### config.mk
export PLATFORM = sky130hd
export DESIGN_NAME = txbid_ctrl
export DESIGN_NICKNAME = d
export VERILOG_FILES = /design/src/rtl/txbid_pkg.sv /design/src/rtl/txbid_regfile.sv /design/src/rtl/txbid_bid_fsm.sv /design/src/rtl/txbid_word_ctr.sv /design/src/rtl/txbid_ctrl.sv
export SDC_FILE = /design/constraint.sdc
export NUM_CORES = 1
export LEC_CHECK = 0
export BUFFER_PORTS_ARGS = -buffer_cell sky130_fd_sc_hd__buf_2
export CORE_UTILIZATION = 45
export CTS_BUF_LIST = sky130_fd_sc_hd__clkbuf_2 sky130_fd_sc_hd__clkbuf_4 sky130_fd_sc_hd__clkbuf_8
export DETAILED_ROUTE_END_ITERATION = 8
export PLACE_DENSITY = 0.62
export REMOVE_ABC_BUFFERS = 1
export SKIP_CTS_REPAIR_TIMING = 1
export SYNTH_ARGS = -nofsm -noshare
export SYNTH_HDL_FRONTEND = slang
export SYNTH_SLANG_ARGS = --single-unit
### constraint.sdc
create_clock -name clk -period 3.75 [get_ports clk]
set_input_delay 0.1875 -clock clk [delete_from_list [all_inputs] [get_ports clk]]
set_output_delay 0.1875 -clock clk [all_outputs]
set_load 0.05 [all_outputs]
### src/rtl/txbid_pkg.sv
package txbid_pkg;
  localparam int unsigned REG_W  = 16;
  localparam int unsigned ADDR_W = 4;

  localparam logic [ADDR_W-1:0] ADDR_DATA = 4'h0;
  localparam logic [ADDR_W-1:0] ADDR_CMD  = 4'h4;
  localparam logic [ADDR_W-1:0] ADDR_LEN  = 4'h6;
  localparam logic [ADDR_W-1:0] ADDR_STAT = 4'hA;
  localparam logic [ADDR_W-1:0] ADDR_EVT  = 4'hC;
  localparam logic [ADDR_W-1:0] ADDR_CFG  = 4'hE;

  localparam int unsigned BIT_READY = 8;
  localparam int unsigned BIT_ERR   = 7;
  localparam int unsigned BIT_EVT   = 8;
  localparam int unsigned BIT_IEN   = 8;

  typedef enum logic [1:0] {
    BID_IDLE = 2'd0,
    BID_WLEN = 2'd1,
    BID_PEND = 2'd2,
    BID_XFER = 2'd3
  } bid_state_e;
endpackage

### src/rtl/txbid_regfile.sv
module txbid_regfile
  import txbid_pkg::*;
(
  input  logic              clk,
  input  logic              rst_n,
  input  logic              wr_en,
  input  logic [ADDR_W-1:0] wr_addr,
  input  logic [REG_W-1:0]  wr_data,
  input  logic              rd_en,
  input  logic [ADDR_W-1:0] rd_addr,
  input  logic              bid_ready,
  input  logic              bid_err,
  input  logic              evt_set,
  output logic [REG_W-1:0]  rd_data,
  output logic              irq
);
  logic [REG_W-1:0] cmd_q, cmd_d;
  logic [REG_W-1:0] len_q, len_d;
  logic [REG_W-1:0] cfg_q, cfg_d;
  logic             evt_q, evt_d;
  logic             cmd_we, len_we, cfg_we, evt_rd;

  always_comb begin
    cmd_we = wr_en && (wr_addr == ADDR_CMD);
    len_we = wr_en && (wr_addr == ADDR_LEN);
    cfg_we = wr_en && (wr_addr == ADDR_CFG);
    evt_rd = rd_en && (rd_addr == ADDR_EVT);
  end

  always_comb begin
    cmd_d = cmd_we ? wr_data : cmd_q;
    len_d = len_we ? wr_data : len_q;
    cfg_d = cfg_we ? wr_data : cfg_q;
    if (evt_set)     evt_d = 1'b1;
    else if (evt_rd) evt_d = 1'b0;
    else             evt_d = evt_q;
  end

  always_ff @(posedge clk or negedge rst_n) begin
    if (!rst_n) begin
      cmd_q <= '0;
      len_q <= '0;
      cfg_q <= '0;
      evt_q <= 1'b0;
    end else begin
      cmd_q <= cmd_d;
      len_q <= len_d;
      cfg_q <= cfg_d;
      evt_q <= evt_d;
    end
  end

  always_comb begin
    rd_data = '0;
    case (rd_addr)
      ADDR_CMD:  rd_data = cmd_q;
      ADDR_LEN:  rd_data = len_q;
      ADDR_CFG:  rd_data = cfg_q;
      ADDR_STAT: begin
        rd_data[BIT_READY] = bid_ready;
        rd_data[BIT_ERR]   = bid_err;
      end
      ADDR_EVT:  rd_data[BIT_EVT] = evt_q;
      default:   rd_data = '0;
    endcase
  end

  assign irq = evt_q & cfg_q[BIT_IEN];
endmodule

### src/rtl/txbid_bid_fsm.sv
module txbid_bid_fsm
  import txbid_pkg::*;
#(
  parameter int unsigned MAX_LEN = 1518,
  parameter int unsigned FREE_W  = 11,
  parameter int unsigned WORD_W  = 10
) (
  input  logic              clk,
  input  logic              rst_n,
  input  logic              cmd_wr,
  input  logic              len_wr,
  input  logic [REG_W-1:0]  len_val,
  input  logic [FREE_W-1:0] free_words,
  input  logic              last_word,
  output logic              bid_ready,
  output logic              bid_err,
  output logic              evt_set,
  output logic [WORD_W-1:0] words_need
);
  localparam int unsigned CMP_W = (FREE_W > WORD_W) ? FREE_W : WORD_W;

  bid_state_e        state_q, state_d;
  logic              ready_d, err_d;
  logic [WORD_W-1:0] words_q, words_d;
  logic [REG_W:0]    len_plus;
  logic [WORD_W-1:0] words_new;
  logic              len_ok;
  logic [CMP_W-1:0]  free_ext, new_ext, held_ext;

  always_comb begin
    len_plus  = {1'b0, len_val} + {{REG_W{1'b0}}, 1'b1};
    words_new = len_plus[WORD_W:1];
    len_ok    = (len_val != '0) && (32'(len_val) <= MAX_LEN);
    free_ext  = CMP_W'(free_words);
    new_ext   = CMP_W'(words_new);
    held_ext  = CMP_W'(words_q);
  end

  always_comb begin
    state_d = state_q;
    ready_d = bid_ready;
    err_d   = bid_err;
    words_d = words_q;
    evt_set = 1'b0;
    if (cmd_wr) begin
      state_d = BID_WLEN;
      ready_d = 1'b0;
      err_d   = 1'b0;
    end else if (len_wr) begin
      if (!len_ok) begin
        state_d = BID_IDLE;
        ready_d = 1'b0;
        err_d   = 1'b1;
      end else begin
        err_d   = 1'b0;
        words_d = words_new;
        if (free_ext >= new_ext) begin
          state_d = BID_XFER;
          ready_d = 1'b1;
        end else begin
          state_d = BID_PEND;
          ready_d = 1'b0;
        end
      end
    end else begin
      case (state_q)
        BID_PEND: begin
          if (free_ext >= held_ext) begin
            state_d = BID_XFER;
            ready_d = 1'b1;
            evt_set = 1'b1;
          end
        end
        BID_XFER: begin
          if (last_word) begin
            state_d = BID_IDLE;
            ready_d = 1'b0;
          end
        end
        default: ;
      endcase
    end
  end

  always_ff @(posedge clk or negedge rst_n) begin
    if (!rst_n) begin
      state_q   <= BID_IDLE;
      bid_ready <= 1'b0;
      bid_err   <= 1'b0;
      words_q   <= '0;
    end else begin
      state_q   <= state_d;
      bid_ready <= ready_d;
      bid_err   <= err_d;
      words_q   <= words_d;
    end
  end

  assign words_need = words_q;
endmodule

### src/rtl/txbid_word_ctr.sv
module txbid_word_ctr
  import txbid_pkg::*;
#(
  parameter int unsigned WORD_W = 10
) (
  input  logic              clk,
  input  logic              rst_n,
  input  logic              data_wr,
  input  logic [REG_W-1:0]  data_in,
  input  logic              restart,
  input  logic              bid_ready,
  input  logic [WORD_W-1:0] words_need,
  output logic              last_word,
  output logic              word_wr_valid,
  output logic [REG_W-1:0]  word_wr_data,
  output logic              frame_done
);
  logic [WORD_W-1:0] cnt_q, cnt_d, cnt_inc;
  logic              accept;
  logic [REG_W-1:0]  data_d;

  always_comb begin
    accept    = data_wr && bid_ready;
    cnt_inc   = cnt_q + {{(WORD_W-1){1'b0}}, 1'b1};
    last_word = accept && (cnt_inc == words_need);
    if (restart)        cnt_d = '0;
    else if (last_word) cnt_d = '0;
    else if (accept)    cnt_d = cnt_inc;
    else                cnt_d = cnt_q;
    data_d = accept ? data_in : word_wr_data;
  end

  always_ff @(posedge clk or negedge rst_n) begin
    if (!rst_n) begin
      cnt_q         <= '0;
      word_wr_valid <= 1'b0;
      word_wr_data  <= '0;
      frame_done    <= 1'b0;
    end else begin
      cnt_q         <= cnt_d;
      word_wr_valid <= accept;
      word_wr_data  <= data_d;
      frame_done    <= last_word;
    end
  end
endmodule

### src/rtl/txbid_ctrl.sv
module txbid_ctrl
  import txbid_pkg::*;
#(
  parameter int unsigned MAX_LEN = 1518,
  parameter int unsigned FREE_W  = 11
) (
  input  logic              clk,
  input  logic              rst_n,
  input  logic              wr_en,
  input  logic [3:0]        wr_addr,
  input  logic [15:0]       wr_data,
  input  logic              rd_en,
  input  logic [3:0]        rd_addr,
  output logic [15:0]       rd_data,
  input  logic [FREE_W-1:0] free_words,
  output logic              irq,
  output logic              word_wr_valid,
  output logic [15:0]       word_wr_data,
  output logic              frame_done
);
  localparam int unsigned WORD_W = $clog2((MAX_LEN + 1) / 2 + 1);

  logic [1:0]        rst_sync_q;
  logic              rst_int_n;
  logic              cmd_wr, len_wr, data_wr;
  logic              bid_ready, bid_err, evt_set, last_word;
  logic [WORD_W-1:0] words_need;

  always_ff @(posedge clk or negedge rst_n) begin
    if (!rst_n) rst_sync_q <= 2'b00;
    else        rst_sync_q <= {rst_sync_q[0], 1'b1};
  end
  assign rst_int_n = rst_sync_q[1];

  always_comb begin
    cmd_wr  = wr_en && (wr_addr == ADDR_CMD);
    len_wr  = wr_en && (wr_addr == ADDR_LEN);
    data_wr = wr_en && (wr_addr == ADDR_DATA);
  end

  txbid_regfile i_regs (
    .clk       (clk),
    .rst_n     (rst_int_n),
    .wr_en     (wr_en),
    .wr_addr   (wr_addr),
    .wr_data   (wr_data),
    .rd_en     (rd_en),
    .rd_addr   (rd_addr),
    .bid_ready (bid_ready),
    .bid_err   (bid_err),
    .evt_set   (evt_set),
    .rd_data   (rd_data),
    .irq       (irq)
  );

  txbid_bid_fsm #(
    .MAX_LEN (MAX_LEN),
    .FREE_W  (FREE_W),
    .WORD_W  (WORD_W)
  ) i_fsm (
    .clk        (clk),
    .rst_n      (rst_int_n),
    .cmd_wr     (cmd_wr),
    .len_wr     (len_wr),
    .len_val    (wr_data),
    .free_words (free_words),
    .last_word  (last_word),
    .bid_ready  (bid_ready),
    .bid_err    (bid_err),
    .evt_set    (evt_set),
    .words_need (words_need)
  );

  txbid_word_ctr #(
    .WORD_W (WORD_W)
  ) i_ctr (
    .clk           (clk),
    .rst_n         (rst_int_n),
    .data_wr       (data_wr),
    .data_in       (wr_data),
    .restart       (cmd_wr | len_wr),
    .bid_ready     (bid_ready),
    .words_need    (words_need),
    .last_word     (last_word),
    .word_wr_valid (word_wr_valid),
    .word_wr_data  (word_wr_data),
    .frame_done    (frame_done)
  );
endmodule

==> flow_summary.ini <==
[power_and_ir_drop]
peakVddDrop_mv = 0.271
p_int_mw = 1.66
pwr-share-comb = 0.170
switching_share = 0.289
p_switching_uw = 677
power_leakage_nw = 2.75
clockPowerShare = 0.303
power_density_mw_per_mm2 = 414
p_seq_frac = 0.527

[setup_path]
critPathCaptureType = flip-flop
cp_data_required_time_ps = 3990
setup.worst_path.start_class = flip-flop
cp_max_fo = 9
cp_cell_sequence = ha_1 -> and3_2 -> or3b_4 -> a22o_1 -> or4_1 -> nor3_4 -> nor3_1
crit_path_top_delay_cell = or4_1
timing.rr.start = i_ctr.cnt_q[0]
criticalPathCategory = reg2reg
cp_slowest_stage_delay_ps = 570
crit_path_start = i_ctr.cnt_q[0]
arrival_ps = 3090

[sta]
relSlewSlack = 0.392
slew_viol_final = 0
fin_worst_skew_ps = 8.36
period_share = 0.761
rsz0062_at_grt = false
finalHoldViolCount = 0
tns_ps = 0
tightest_slew_ps = 911
finalCriticalPeriod_ps = 2850
setup_viol = 0
fin_ws_ps = 898
timing.fmax_ghz = 0.351

[synthesis]
yosys.area.top_type = dfrtp_1
synth_area_leaders = dfrtp_1 47%, mux2_2 11%, ha_1 6.0%
synth_area_mm2 = 0.00498
ys_ff_latch = 93
ys.warnings.count = 0
synth_top_cell_area_share = 0.467
yosysUniqueCellTypes = 55
syn_avg_cell_area_um2 = 10.2
yosysSeqAreaShare = 0.467
async_reset_ff_frac = 1.00
synth-edff-count = 0
ys.flop_type = dfrtp_1
syn_inst = 488

[finish]
nets = 616
final_core_util = 0.524
finalNonFillerCells = 698
final_cell_mix = 92 x dfrtp_1, 80 x nand2_1, 73 x buf_2
drive_gt1_frac = 0.278
num_antenna_cells = 0
synthToLayoutAreaGrowth_pct = 13.5
layout_commonest_cell = dfrtp_1

[routing]
drt_first_pass_iters = 5
ant_nets = 0
via_per_inst = 5.42
wl_um = 11600
wl_per_cell_um = 16.6
route.detailed.drc = 0
drt_iter0_markers = 231
dr_total_vias = 3786

[place]
place.gp.congestion = 0.819
place_ws_ps = 924
port_buffers = 73
dp_cells = 681
hpwl_um = 8310

[floorplan]
dieWidth_um = 107
die_y_um = 107
rows = 38
core_area_mm2 = 0.0108
initial_core_util = 0.462
ios = 74
die-area_mm2 = 0.0115

[min_path]
hp-start = wr_data[12]
hold_path_class = in2reg

[clock_tree]
cts_buffers = 9
htree_levels = 3
clkTransAtPathRegs_ps = 90
cts_tree = yes
insertion_delay_ps = 360
clkSinkCount = 93
cts_root_buffer = clkbuf_8
clockBufferDepth = 2

[global_route]
grt_overflow_total = 0
grt_max_degree = 64
grt_pass1_vias = 3888
antenna_found_initial = 0
grt.total_usage = 0.224
grt_first_pass_wirelength_um = 19700

[run_status]
status = complete, no violations

[flow_run]
cap_violations = 0
## power by group through the flow
stage | clock, mW | sequential, mW | combinational, mW
after floorplan | 0 | 1.27 | 0.247
after global placement | 0 | 1.24 | 0.388
final | 0.709 | 1.23 | 0.399
after global routing | 0.762 | 1.26 | 0.442
after CTS | 0.720 | 1.23 | 0.403
after detailed placement | 0 | 1.25 | 0.401
## worst max-delay path, delay by kind of cell (launching register included)
| kind | cells | cell delay [ps] |
|---|---|---|
| flops | 1 | 490 |
| simple gates | 5 | 1630 |
| compound gates | 1 | 200 |
| fa+ha+maj | 1 | 400 |
## flip-flops by register name, indices dropped and copies added (netlist names), 2 cells and up
signal,cells
i_regs.cmd_q,16
i_fsm.words_need,10
rst_sync_q,2
i_regs.len_q,16
i_fsm.state_q,2
i_regs.cfg_q,16
i_ctr.cnt_q,10
i_ctr.word_wr_data,16
## per-stage QoR
stage / hold slack [ps] / instance area, µm² / power [mW]
2_1_floorplan: -108 / 4830 / 1.52
3_3_place_gp: -28.1 / 5440 / 1.63
3_5_place_dp: -27.0 / 5440 / 1.65
4_1_cts: -426 / 5650 / 2.36
5_1_grt: 73.0 / 5660 / 2.46
6_report: 74.1 / 5660 / 2.34
## cell families (layout without fill, tap and decap cells)
family	count (synthesis)	in the layout	synth area share
multiplexers	49	49	0.110
AO/OA/AOI/OAI	84	84	0.116
flip-flops	93	93	0.467
XOR/XNOR	22	22	0.0387
AND/OR/NAND/NOR	159	159	0.154
buffers and inverters	56	126	0.0527
other	1	1	0.000752
adder cells (fa/ha/maj)	24	24	0.0603
## per-layer routing
layer	global-route usage	up-vias	share of wire
li1	-	1855	-
met1	0.295	1844	0.46
met2	0.382	71	0.49
met3	0.0249	16	0.030
met4	0.0793	0	0.018
met5	0	-	0
## cell type report
class	instances	area (µm²)
fillers	994	5140
flip-flops and latches	93	2330
clock buffers	12	153
multi-input cells	339	2400
inverters	28	105
well taps	140	175
clock inverters	4	55.1
repair buffers	82	435
## path summary, 6_finish.rpt
check / slack (ps) / cells after the start / to
max: 900 / 7 / i_ctr.cnt_q[4]
min: 70 / 3 / i_ctr.word_wr_data[12]
max reg2reg: 900 / 7 / i_ctr.cnt_q[4]
min reg2reg: 370 / 0 / rst_sync_q[1]
max in group asynchronous: 2400 / 1 / i_fsm.words_need[6]
min in group asynchronous: 120 / 2 / rst_sync_q[1]
## synthesized netlist by cell type, types with 6 or more instances
library cell  count
xnor2_1          14
nand2_1          80
xor2_1            8
o21ai_0          35
inv_1            28
nor2_1           22
nand3_1          10
ha_1             24
nand4_1           6
nor3_1            9
clkbuf_1         22
a211oi_1          7
dfrtp_1          93
mux2_2           48
a222oi_1         14
Note: power is estimated with default switching activity, not from simulation.
